File: config.mk
export PLATFORM = sky130hd
export DESIGN_NAME = mt_inorder_issue
export DESIGN_NICKNAME = d
export VERILOG_FILES = /design/src/rtl/mtis_pkg.sv /design/src/rtl/mtis_thread_fifo.sv /design/src/rtl/mtis_scoreboard.sv /design/src/rtl/mtis_rr_select.sv /design/src/rtl/mt_inorder_issue.sv
export SDC_FILE = /design/constraint.sdc
export NUM_CORES = 2
export LEC_CHECK = 0
export BUFFER_PORTS_ARGS = -buffer_cell sky130_fd_sc_hd__buf_2
export CORE_ASPECT_RATIO = 1.4
export CORE_MARGIN = 3
export CORE_UTILIZATION = 50
export CTS_CLUSTER_DIAMETER = 40
export CTS_CLUSTER_SIZE = 25
export DETAILED_ROUTE_END_ITERATION = 10
export PLACE_DENSITY = 0.69
export SLEW_MARGIN = 10
export SYNTH_ARGS = -nofsm -noshare
export SYNTH_HDL_FRONTEND = slang
export SYNTH_SLANG_ARGS = --single-unit
export TNS_END_PERCENT = 30
File: constraint.sdc
create_clock -name clk -period 20 [get_ports clk]
set_clock_uncertainty 0.1 [all_clocks]
set_input_delay 1 -clock clk [delete_from_list [all_inputs] [get_ports clk]]
set_output_delay 1 -clock clk [all_outputs]
set_load 0.01 [all_outputs]
File: src/rtl/mtis_pkg.sv
`timescale 1ns/1ps
package mtis_pkg;
  localparam int TID_W       = 3;
  localparam int AREG_W      = 4;
  localparam int PAY_W       = 16;
  localparam int PREG_W      = TID_W + AREG_W;
  localparam int NUM_THREADS = 1 << TID_W;
  localparam int NUM_PREGS   = 1 << PREG_W;

  typedef struct packed {
    logic [AREG_W-1:0] src0;
    logic              use0;
    logic [AREG_W-1:0] src1;
    logic              use1;
    logic [AREG_W-1:0] dst;
    logic              dst_we;
    logic [PAY_W-1:0]  pay;
  } mtis_op_t;
endpackage

File: src/rtl/mtis_thread_fifo.sv
`timescale 1ns/1ps
// In-order queue for one thread; DEPTH must be a power of two, at least 2.
module mtis_thread_fifo
  import mtis_pkg::*;
#(
  parameter int DEPTH = 4
) (
  input  logic     clk,
  input  logic     rst_n,
  input  logic     flush,
  input  logic     push,
  input  mtis_op_t din,
  input  logic     pop,
  output mtis_op_t dout,
  output logic     empty,
  output logic     full
);
  localparam int PW = $clog2(DEPTH);

  mtis_op_t       mem [DEPTH];
  logic [PW-1:0]  rd_q, wr_q;
  logic [PW:0]    cnt_q;

  always_ff @(posedge clk or negedge rst_n) begin
    if (!rst_n) begin
      rd_q  <= '0;
      wr_q  <= '0;
      cnt_q <= '0;
    end else if (flush) begin
      rd_q  <= '0;
      wr_q  <= '0;
      cnt_q <= '0;
    end else begin
      if (push) wr_q <= wr_q + PW'(1);
      if (pop)  rd_q <= rd_q + PW'(1);
      case ({push, pop})
        2'b10:   cnt_q <= cnt_q + (PW+1)'(1);
        2'b01:   cnt_q <= cnt_q - (PW+1)'(1);
        default: cnt_q <= cnt_q;
      endcase
    end
  end

  always_ff @(posedge clk) begin
    if (push && !flush) mem[wr_q] <= din;
  end

  assign dout  = mem[rd_q];
  assign empty = (cnt_q == '0);
  assign full  = (cnt_q == (PW+1)'(DEPTH));
endmodule

File: src/rtl/mtis_scoreboard.sv
`timescale 1ns/1ps
// One availability bit per physical register, with same-cycle writeback forwarding.
module mtis_scoreboard #(
  parameter int PREG_W    = 7,
  parameter int WB_PORTS  = 2,
  parameter int CLR_PORTS = 8,
  parameter int NQ        = 16
) (
  input  logic                      clk,
  input  logic                      rst_n,
  input  logic                      flush,
  input  logic [WB_PORTS-1:0]       wb_valid,
  input  logic [WB_PORTS*PREG_W-1:0] wb_preg,
  input  logic [CLR_PORTS-1:0]      clr_valid,
  input  logic [CLR_PORTS*PREG_W-1:0] clr_preg,
  input  logic [NQ*PREG_W-1:0]      q_preg,
  output logic [NQ-1:0]             q_ready
);
  localparam int NPREG = 1 << PREG_W;

  logic [NPREG-1:0] avail_q, avail_d;

  always_comb begin
    avail_d = avail_q;
    for (int w = 0; w < WB_PORTS; w++)
      if (wb_valid[w]) avail_d[wb_preg[w*PREG_W +: PREG_W]] = 1'b1;
    // pending marks from new issues override older results
    for (int c = 0; c < CLR_PORTS; c++)
      if (clr_valid[c]) avail_d[clr_preg[c*PREG_W +: PREG_W]] = 1'b0;
  end

  always_ff @(posedge clk or negedge rst_n) begin
    if (!rst_n)     avail_q <= '1;
    else if (flush) avail_q <= '1;
    else            avail_q <= avail_d;
  end

  always_comb begin
    for (int q = 0; q < NQ; q++) begin
      q_ready[q] = avail_q[q_preg[q*PREG_W +: PREG_W]];
      for (int w = 0; w < WB_PORTS; w++)
        if (wb_valid[w] && (wb_preg[w*PREG_W +: PREG_W] == q_preg[q*PREG_W +: PREG_W]))
          q_ready[q] = 1'b1;
    end
  end
endmodule

File: src/rtl/mtis_rr_select.sv
`timescale 1ns/1ps
// Round-robin grant of up to ISSUE_W requesters, packed into slots in grant order.
module mtis_rr_select #(
  parameter int TID_W   = 3,
  parameter int ISSUE_W = 4
) (
  input  logic                     clk,
  input  logic                     rst_n,
  input  logic [(1<<TID_W)-1:0]    req,
  output logic [(1<<TID_W)-1:0]    grant,
  output logic [ISSUE_W-1:0]       slot_vld,
  output logic [ISSUE_W*TID_W-1:0] slot_tid
);
  localparam int N = 1 << TID_W;

  logic [TID_W-1:0] ptr_q, ptr_d, t, last;
  int               cnt;

  always_comb begin
    grant    = '0;
    slot_vld = '0;
    slot_tid = '0;
    last     = ptr_q;
    cnt      = 0;
    t        = '0;
    for (int i = 0; i < N; i++) begin
      t = ptr_q + TID_W'(i);
      if (req[t] && (cnt < ISSUE_W)) begin
        grant[t]                        = 1'b1;
        slot_vld[cnt]                   = 1'b1;
        slot_tid[cnt*TID_W +: TID_W]    = t;
        last                            = t;
        cnt                             = cnt + 1;
      end
    end
    ptr_d = (grant != '0) ? last + TID_W'(1) : ptr_q;
  end

  always_ff @(posedge clk or negedge rst_n) begin
    if (!rst_n) ptr_q <= '0;
    else        ptr_q <= ptr_d;
  end
endmodule

File: src/rtl/mt_inorder_issue.sv
`timescale 1ns/1ps
module mt_inorder_issue
  import mtis_pkg::*;
#(
  parameter int ISSUE_W    = 4,
  parameter int FIFO_DEPTH = 4,
  parameter int WB_PORTS   = 2
) (
  input  logic                       clk,
  input  logic                       rst_n,
  input  logic                       flush,
  input  logic                       disp_valid,
  output logic                       disp_ready,
  input  logic [TID_W-1:0]           disp_tid,
  input  logic [AREG_W-1:0]          disp_src0,
  input  logic                       disp_src0_use,
  input  logic [AREG_W-1:0]          disp_src1,
  input  logic                       disp_src1_use,
  input  logic [AREG_W-1:0]          disp_dst,
  input  logic                       disp_dst_we,
  input  logic [PAY_W-1:0]           disp_pay,
  input  logic                       iss_ready,
  output logic [ISSUE_W-1:0]         iss_valid,
  output logic [ISSUE_W*TID_W-1:0]   iss_tid,
  output logic [ISSUE_W*AREG_W-1:0]  iss_dst,
  output logic [ISSUE_W-1:0]         iss_dst_we,
  output logic [ISSUE_W*PAY_W-1:0]   iss_pay,
  input  logic [WB_PORTS-1:0]        wb_valid,
  input  logic [WB_PORTS*PREG_W-1:0] wb_preg
);
  localparam int N  = NUM_THREADS;
  localparam int NQ = 2 * N;

  mtis_op_t                 disp_op;
  mtis_op_t                 head_q [N];
  logic [N-1:0]             q_empty, q_full, q_push, head_rdy, req, grant;
  logic [N-1:0]             clr_valid;
  logic [N*PREG_W-1:0]      clr_preg;
  logic [NQ*PREG_W-1:0]     q_preg;
  logic [NQ-1:0]            q_ready;
  logic [ISSUE_W-1:0]       slot_vld;
  logic [ISSUE_W*TID_W-1:0] slot_tid;
  logic                     disp_fire;

  assign disp_op    = '{src0: disp_src0, use0: disp_src0_use, src1: disp_src1,
                        use1: disp_src1_use, dst: disp_dst, dst_we: disp_dst_we,
                        pay: disp_pay};
  assign disp_ready = !flush && !q_full[disp_tid];
  assign disp_fire  = disp_valid && disp_ready;

  for (genvar g = 0; g < N; g++) begin : g_thr
    localparam logic [TID_W-1:0] TID = TID_W'(g);

    assign q_push[g] = disp_fire && (disp_tid == TID);

    mtis_thread_fifo #(.DEPTH(FIFO_DEPTH)) u_fifo (
      .clk   (clk),
      .rst_n (rst_n),
      .flush (flush),
      .push  (q_push[g]),
      .din   (disp_op),
      .pop   (grant[g]),
      .dout  (head_q[g]),
      .empty (q_empty[g]),
      .full  (q_full[g])
    );

    assign q_preg[(2*g)*PREG_W   +: PREG_W] = {TID, head_q[g].src0};
    assign q_preg[(2*g+1)*PREG_W +: PREG_W] = {TID, head_q[g].src1};
    assign head_rdy[g] = !q_empty[g]
                       && (!head_q[g].use0 || q_ready[2*g])
                       && (!head_q[g].use1 || q_ready[2*g+1]);
    assign clr_valid[g] = grant[g] && head_q[g].dst_we;
    assign clr_preg[g*PREG_W +: PREG_W] = {TID, head_q[g].dst};
  end

  assign req = head_rdy & {N{iss_ready && !flush}};

  mtis_scoreboard #(
    .PREG_W(PREG_W), .WB_PORTS(WB_PORTS), .CLR_PORTS(N), .NQ(NQ)
  ) u_sb (
    .clk       (clk),
    .rst_n     (rst_n),
    .flush     (flush),
    .wb_valid  (wb_valid),
    .wb_preg   (wb_preg),
    .clr_valid (clr_valid),
    .clr_preg  (clr_preg),
    .q_preg    (q_preg),
    .q_ready   (q_ready)
  );

  mtis_rr_select #(.TID_W(TID_W), .ISSUE_W(ISSUE_W)) u_sel (
    .clk      (clk),
    .rst_n    (rst_n),
    .req      (req),
    .grant    (grant),
    .slot_vld (slot_vld),
    .slot_tid (slot_tid)
  );

  always_comb begin
    for (int k = 0; k < ISSUE_W; k++) begin
      logic [TID_W-1:0] tk;
      tk = slot_tid[k*TID_W +: TID_W];
      iss_valid[k]                     = slot_vld[k];
      iss_tid[k*TID_W +: TID_W]        = tk;
      iss_dst[k*AREG_W +: AREG_W]      = head_q[tk].dst;
      iss_dst_we[k]                    = slot_vld[k] && head_q[tk].dst_we;
      iss_pay[k*PAY_W +: PAY_W]        = head_q[tk].pay;
    end
  end
endmodule

# Word-level counts from Yosys, hierarchy flattened
# Memories as Yosys holds them, arrays and structs flattened.
# Index checks and enable logic that the tools add are counted.
# word_totals
reg_bits	187
ram_bits	992
inputBits	55
output_inout_bits	101
memories	8
# classes
n_addsub	53
mul	7
order_cmp	78
n_eq_ne	63
n_shift	14
mux	264
bitwise	37
reduce_logical	187
# mem_list
name	words	word_bits	rd	rd_ports_with_merged_regs	wr	line	rtl
g_thr[0].u_fifo.mem	4	31	1	0	1	mtis_thread_fifo.sv:20	mtis_op_t mem [DEPTH];
g_thr[1].u_fifo.mem	4	31	1	0	1	mtis_thread_fifo.sv:20	
g_thr[2].u_fifo.mem	4	31	1	0	1	mtis_thread_fifo.sv:20	
g_thr[3].u_fifo.mem	4	31	1	0	1	mtis_thread_fifo.sv:20	
g_thr[4].u_fifo.mem	4	31	1	0	1	mtis_thread_fifo.sv:20	
g_thr[5].u_fifo.mem	4	31	1	0	1	mtis_thread_fifo.sv:20	
+2 memories	-	-	-	-	-	-	
# ops
op	n
$mux W128	11
$and A128 B128 Y128	8
$lt A32 B4 Y1 const B	12
$bmux W31 S3	4
$or A128 B128 Y128	2
$neg A32 Y33	7
$shift A3 B33 Y12 const A	7
$shiftx A3 B33 Y12	7
$ge A32 B1 Y1 const B	6
$mul A32 B3 Y32 const B	6
$mux W32	6
$mux W21	8
$add A32 B2 Y32 const B	5
$not A112 Y128	1
$not A128 Y128	1
$not A16 Y128	1
$not A32 Y128	1
$not A48 Y128	1
$not A64 Y128	1
$not A80 Y128	1
$not A96 Y128	1
$eq A7 B7 Y1	16
$lt A7 B8 Y1 const B	14
$logic_and A1 B1 Y1	111
other kinds (52)	465

# Longest topological paths before layout
# An unclocked memory read counts as a cell.
# logic_depth
word_depth	50
depth_mapped	70
ltp_nobuf	63

# Hierarchy
# From an unflattened synthesis, not the netlist that was laid out.
# hier_totals
hier_cells	6600
hier_area_um2	84967.7
# modules_own_cells
module	n_inst	cells_each	area_each_um2	seq_area_each_um2
mtis_thread_fifo	8	205	4954.8	3898.7
mtis_scoreboard	1	3598	33091.7	3363.2
mtis_rr_select	1	983	6780.3	75.1
mt_inorder_issue	1	379	5457.7	0.0

# Least setup slack after synthesis
# OpenSTA, ideal clock, no wires.
# synth_path
kind	input to output
start	input port wb_preg[10]
end	output port iss_dst[12]
arrival_time_ps	15077
path_slack_ps	3823
stages	64
cell_sequence	clkbuf_1 clkbuf_1 clkbuf_1 xnor2_1 nand3_1 o311ai_0 o211ai_1 mux2i_1 and3_1 a21oi_1 a21oi_1 ha_1 clkbuf_1 nor2_1 a21oi_1 ha_1 inv_1 ha_1 [... 28 more ...] a21o_1 a21oi_1 xnor2_1 nand2b_1 nor3_1 ha_1 or2_2 or4_1 o21ai_0 o211ai_1 or3_1 a21oi_1 a31oi_1 nor2_1 mux2i_4 buf_2 mux2i_1 mux2_1
# synth_between
elab_chain_cells	37
# synth_lines
element	line	rtl
start: declaration	mt_inorder_issue.sv:29	input logic [WB_PORTS*PREG_W-1:0] wb_preg
$eq A7 B4 Y1, or another cell as far along	mtis_scoreboard.sv:42	if (wb_valid[w] && (wb_preg[w*PREG_W +: PREG_W] == q_preg[q*PREG_W +: PREG_W]))
$logic_and A1 B1 Y1	mtis_scoreboard.sv:42	
$mux W1	mtis_scoreboard.sv:42	
$logic_or A1 B1 Y1	mt_inorder_issue.sv:71	&& (!head_q[g].use0 || q_ready[2*g])
$logic_and A1 B1 Y1	mt_inorder_issue.sv:71	
$logic_and A1 B1 Y1	mt_inorder_issue.sv:72	&& (!head_q[g].use1 || q_ready[2*g+1]);
$and A8 B8 Y8 *	mt_inorder_issue.sv:77	assign req = head_rdy & {N{iss_ready && !flush}};
$bmux W1 S3	mtis_rr_select.sv:28	if (req[t] && (cnt < ISSUE_W)) begin
[... 21 more ...]	-	
$neg A32 Y33	mtis_rr_select.sv:31	slot_tid[cnt*TID_W +: TID_W] = t;
$shiftx A3 B33 Y12 / $shift A3 B33 Y12 (equally long branches)	mtis_rr_select.sv:31	
$bwmux W12	mtis_rr_select.sv:31	
$mux W12 *	mtis_rr_select.sv:28	
named net iss_tid[9]	mt_inorder_issue.sv:24	output logic [ISSUE_W*TID_W-1:0] iss_tid,
$not A3 Y4 (not written as such) *	mt_inorder_issue.sv:108	iss_dst[k*AREG_W +: AREG_W] = head_q[tk].dst;
$bmux W31 S3 *	mt_inorder_issue.sv:108	
$mux W21 * (2 in a row)	-	
end: declaration	mt_inorder_issue.sv:25	output logic [ISSUE_W*AREG_W-1:0] iss_dst,
# Mark *: on every way through the listed nets, which the timed path passes. The rest lies on a longest branch. The select of a mux whose other input is x is not followed.

# Worst setup path in the final report
# layout_path
start	register g_thr[6].u_fifo.rd_q[0]
end	output port iss_dst[8]
# layout_between
elab_chain_cells	39
# layout_lines
element	line	rtl
start: declaration	mtis_thread_fifo.sv:21	logic [PW-1:0] rd_q, wr_q;
start signal: assignment	mtis_thread_fifo.sv:35	if (pop) rd_q <= rd_q + PW'(1);
$mem_v2 Z4 W31 *	-	
$bmux W1 S4 / $eq A7 B7 Y1 (equally long branches)	mtis_scoreboard.sv:40, mtis_scoreboard.sv:42	
$mux W1 (not written as such) / $logic_and A1 B1 Y1 (equally long branches)	mtis_scoreboard.sv:40, mtis_scoreboard.sv:42	
$mux W1 (2 in a row)	mtis_scoreboard.sv:42	
$logic_or A1 B1 Y1	mt_inorder_issue.sv:71	
$logic_and A1 B1 Y1	mt_inorder_issue.sv:71	
$logic_and A1 B1 Y1	mt_inorder_issue.sv:72	
$and A8 B8 Y8	mt_inorder_issue.sv:77	
[... 21 more ...]	-	
$mul A32 B3 Y32	mtis_rr_select.sv:31	
$neg A32 Y33	mtis_rr_select.sv:31	
$shiftx A3 B33 Y12 / $shift A3 B33 Y12 (equally long branches)	mtis_rr_select.sv:31	
$bwmux W12	mtis_rr_select.sv:31	
$mux W12	mtis_rr_select.sv:28	
$not A3 Y4 (not written as such)	mt_inorder_issue.sv:108	
$bmux W31 S3 *	mt_inorder_issue.sv:108	
$mux W21 * (2 in a row)	-	
# Every way passes the cells marked *; elsewhere a longest branch is shown, timed or not. The select of a mux whose other input is x is not followed.

==> metrics.cfg <==
[run_status]
outcome = finished clean

[drt]
avgViaCountPerCell = 6.69
firstDrtPassIters = 7
drc = 0
route.vias.total = 43100
drt_iter0_drc = 4638
detail_route.wirelength_um = 207000
wire_per_inst_um = 32.1
ant_nets = 0

[clock_network]
clkTransAtPathRegs_ps = 80
clkLatencyLatePin_ps = 730
clock-root-buffer = clkbuf_16
cts_made_buffers = 106
holdBufCountCts = 0
h-tree-depth = 3
cts_buffer_depth = 3
clkSinkCount = 1179
cts_tree = yes

[logic_synthesis]
synth_fp_nets = 4834
yosysTopAreaCell = edfxtp_1
syn_inst = 4647
ys_dominant_reg_cell = edfxtp_1
ys_warn_count = 0
ys_types = 101
synthTopCellsByCount = edfxtp_1, mux2i_1, mux4_2, o22ai_1, nor2_1
ys_seq_area_frac = 0.545
async_reset_ff_frac = 0.159
synthTopCellsByArea = edfxtp_1, mux4_2, mux2i_1, dfstp_2, o22ai_1
netlist_area_mm2 = 0.0636
ys_ff_latch = 1179
yosysTopAreaCellShare = 0.469
yosysMostFrequentCell = edfxtp_1
synth_edf_count = 992
avgSynthCellArea_um2 = 13.7

[global_routing]
grt_pass1_vias = 42700
grt_overflow_total = 0
antenna_found_initial = 15
grt_use_total = 0.312
grt_pass1_wl_um = 298000
grt_max_degree = 133

[floorplan]
die_w_um = 307
die_h_um = 428
ios = 156
design.core.area_mm2 = 0.126
die-area_mm2 = 0.131
rows = 154
start_util = 0.504

[place]
gp_congestion = 0.994
dp_hpwl_um = 142000
portBuffers = 155

[flow_run]
maxCapViolations = 0

[timing]
min_period_ps = 19000
hold_violations = 0
rsz0062_at_grt = false
fin_crit_sh = 0.950
relSlewSlack = 0.127
drv_slew = 0
timing.fmax_mhz = 52.6
timing_worst_slew_pin_value_ps = 1310
setup_violations = 0
finalSetupTns_ps = 0

[worst_setup_path]
crit_slowest_cell = a211oi_1
r2r_setup_slack_ps = 5790
slowest_delay_ps = 1030
reg2reg_to = g_thr[0].u_fifo.cnt_q[1]
crit_end = iss_dst[8]
worstSetupPathType = reg2out
path_common_cell = ha_1
cp-startpoint = g_thr[6].u_fifo.rd_q[0]
crit_fanout = 28
startpoint_type = flip-flop
cp-end-kind = output pin
reg2regPathDepth = 48
r2r_start = g_thr[6].u_fifo.rd_q[0]
arrival_ps = 17900
worstPathRequired_ps = 18900

[cells_and_area]
fin_util = 0.555
area_growth_pct = 10.0
final_nets = 4895
drive_above_1_share = 0.207

[min_path]
hold_class = in2async

worst max-delay path, delay by kind of cell, from the launching register on:
kind	cells	cell delay [ps]
fa+ha+maj	9	2970
xor+xnor	1	720
mux	3	1290
flops	1	490
compound gates	19	5700
buf+inv	10	2040
simple gates	16	3910
repair_timing:
| item | 4_1_cts | 5_1_grt |
|---|---|---|
| resized for setup | 0 | 5 |
| setup buffers | 0 | 5 |
| endpoints found under the setup margin | 0 | 48 |
placed cells by master, fill, tap and decap left out, types with 24 or more instances in the layout:
cell / n
o21ai_0: 48
o22ai_1: 256
dfstp_2: 128
clkbuf_16: 110
mux4_2: 276
xnor2_1: 141
buf_2: 153
ha_1: 119
buf_4: 84
nor3_1: 77
dfrtp_1: 43
nor4_1: 24
a21oi_1: 75
or3_1: 25
mux2_2: 45
and3_1: 28
mux2i_1: 597
nand4_1: 42
mux2_1: 29
nand3_1: 96
edfxtp_1: 992
nor2_1: 225
nand2_1: 198
nor2b_1: 44
nand2b_1: 164
and2_1: 27
inv_1: 109
a22o_1: 43
xor2_1: 81
worst min path at each step:
stage	startpoint	end	depth (start not counted)
floorplan	g_thr[0].u_fifo.cnt_q[2]	g_thr[0].u_fifo.cnt_q[2]	1
global placement	g_thr[0].u_fifo.cnt_q[2]	g_thr[0].u_fifo.cnt_q[2]	1
detailed placement	g_thr[0].u_fifo.cnt_q[2]	g_thr[0].u_fifo.cnt_q[2]	1
CTS	rst_n	g_thr[3].u_fifo.rd_q[0]	1
global route	rst_n	g_thr[7].u_fifo.rd_q[0]	1
finish	rst_n	g_thr[7].u_fifo.rd_q[0]	1
kinds of logic after synthesis:
family | share of synthesized area
XOR/XNOR | 0.0316
AND/OR/NAND/NOR | 0.0884
flip-flops | 0.545
buffers and inverters | 0.0284
adder cells (fa/ha/maj) | 0.0275
AO/OA/AOI/OAI | 0.0726
multiplexers | 0.207
layout make-up:
type                       count  area (µm²)
fill                       10100       56100
sequential                  1179       34600
multi-input combinational   3057       27300
clock buffer                 111        2760
tap                         1638        2050
timing repair buffer         247        1590
clock inverter                91        1130
inverter                     117         442
antenna                        6        15.0
per-stage QoR:
| stage | cells | worst slack [ps] | area, µm² | hold WS (ps) |
|---|---|---|---|---|
| 6_report | 6446 | 1000 | 69900 | 191 |
| 5_1_grt | 6444 | 88.3 | 69900 | 221 |
| 4_1_cts | 6434 | 810 | 69800 | 191 |
| 3_5_place_dp | 6232 | 1730 | 65900 | 383 |
| 3_3_place_gp | 6232 | 2040 | 65900 | 368 |
| 2_1_floorplan | 4647 | 3820 | 63600 | 352 |
flip-flops by register name, indices dropped and copies added, names as in the netlist:
signal,flops
g_thr.u_fifo.cnt_q,24
g_thr.u_fifo.mem,992
u_sel.ptr_q,3
u_sb.avail_q,128
g_thr.u_fifo.rd_q,16
g_thr.u_fifo.wr_q,16
layer usage:
layer / global-route usage / wire (µm) / up-vias
met3: 0.0597 / 17200 / 612
met1: 0.374 / 73000 / 21900
li1: - / - / 18200
met5: 0 / 9 / -
met2: 0.517 / 101000 / 2317
met4: 0.198 / 15800 / 2
Power is not shown: default switching activity piles up to over one toggle a cycle in this logic, so the estimate is an artifact.
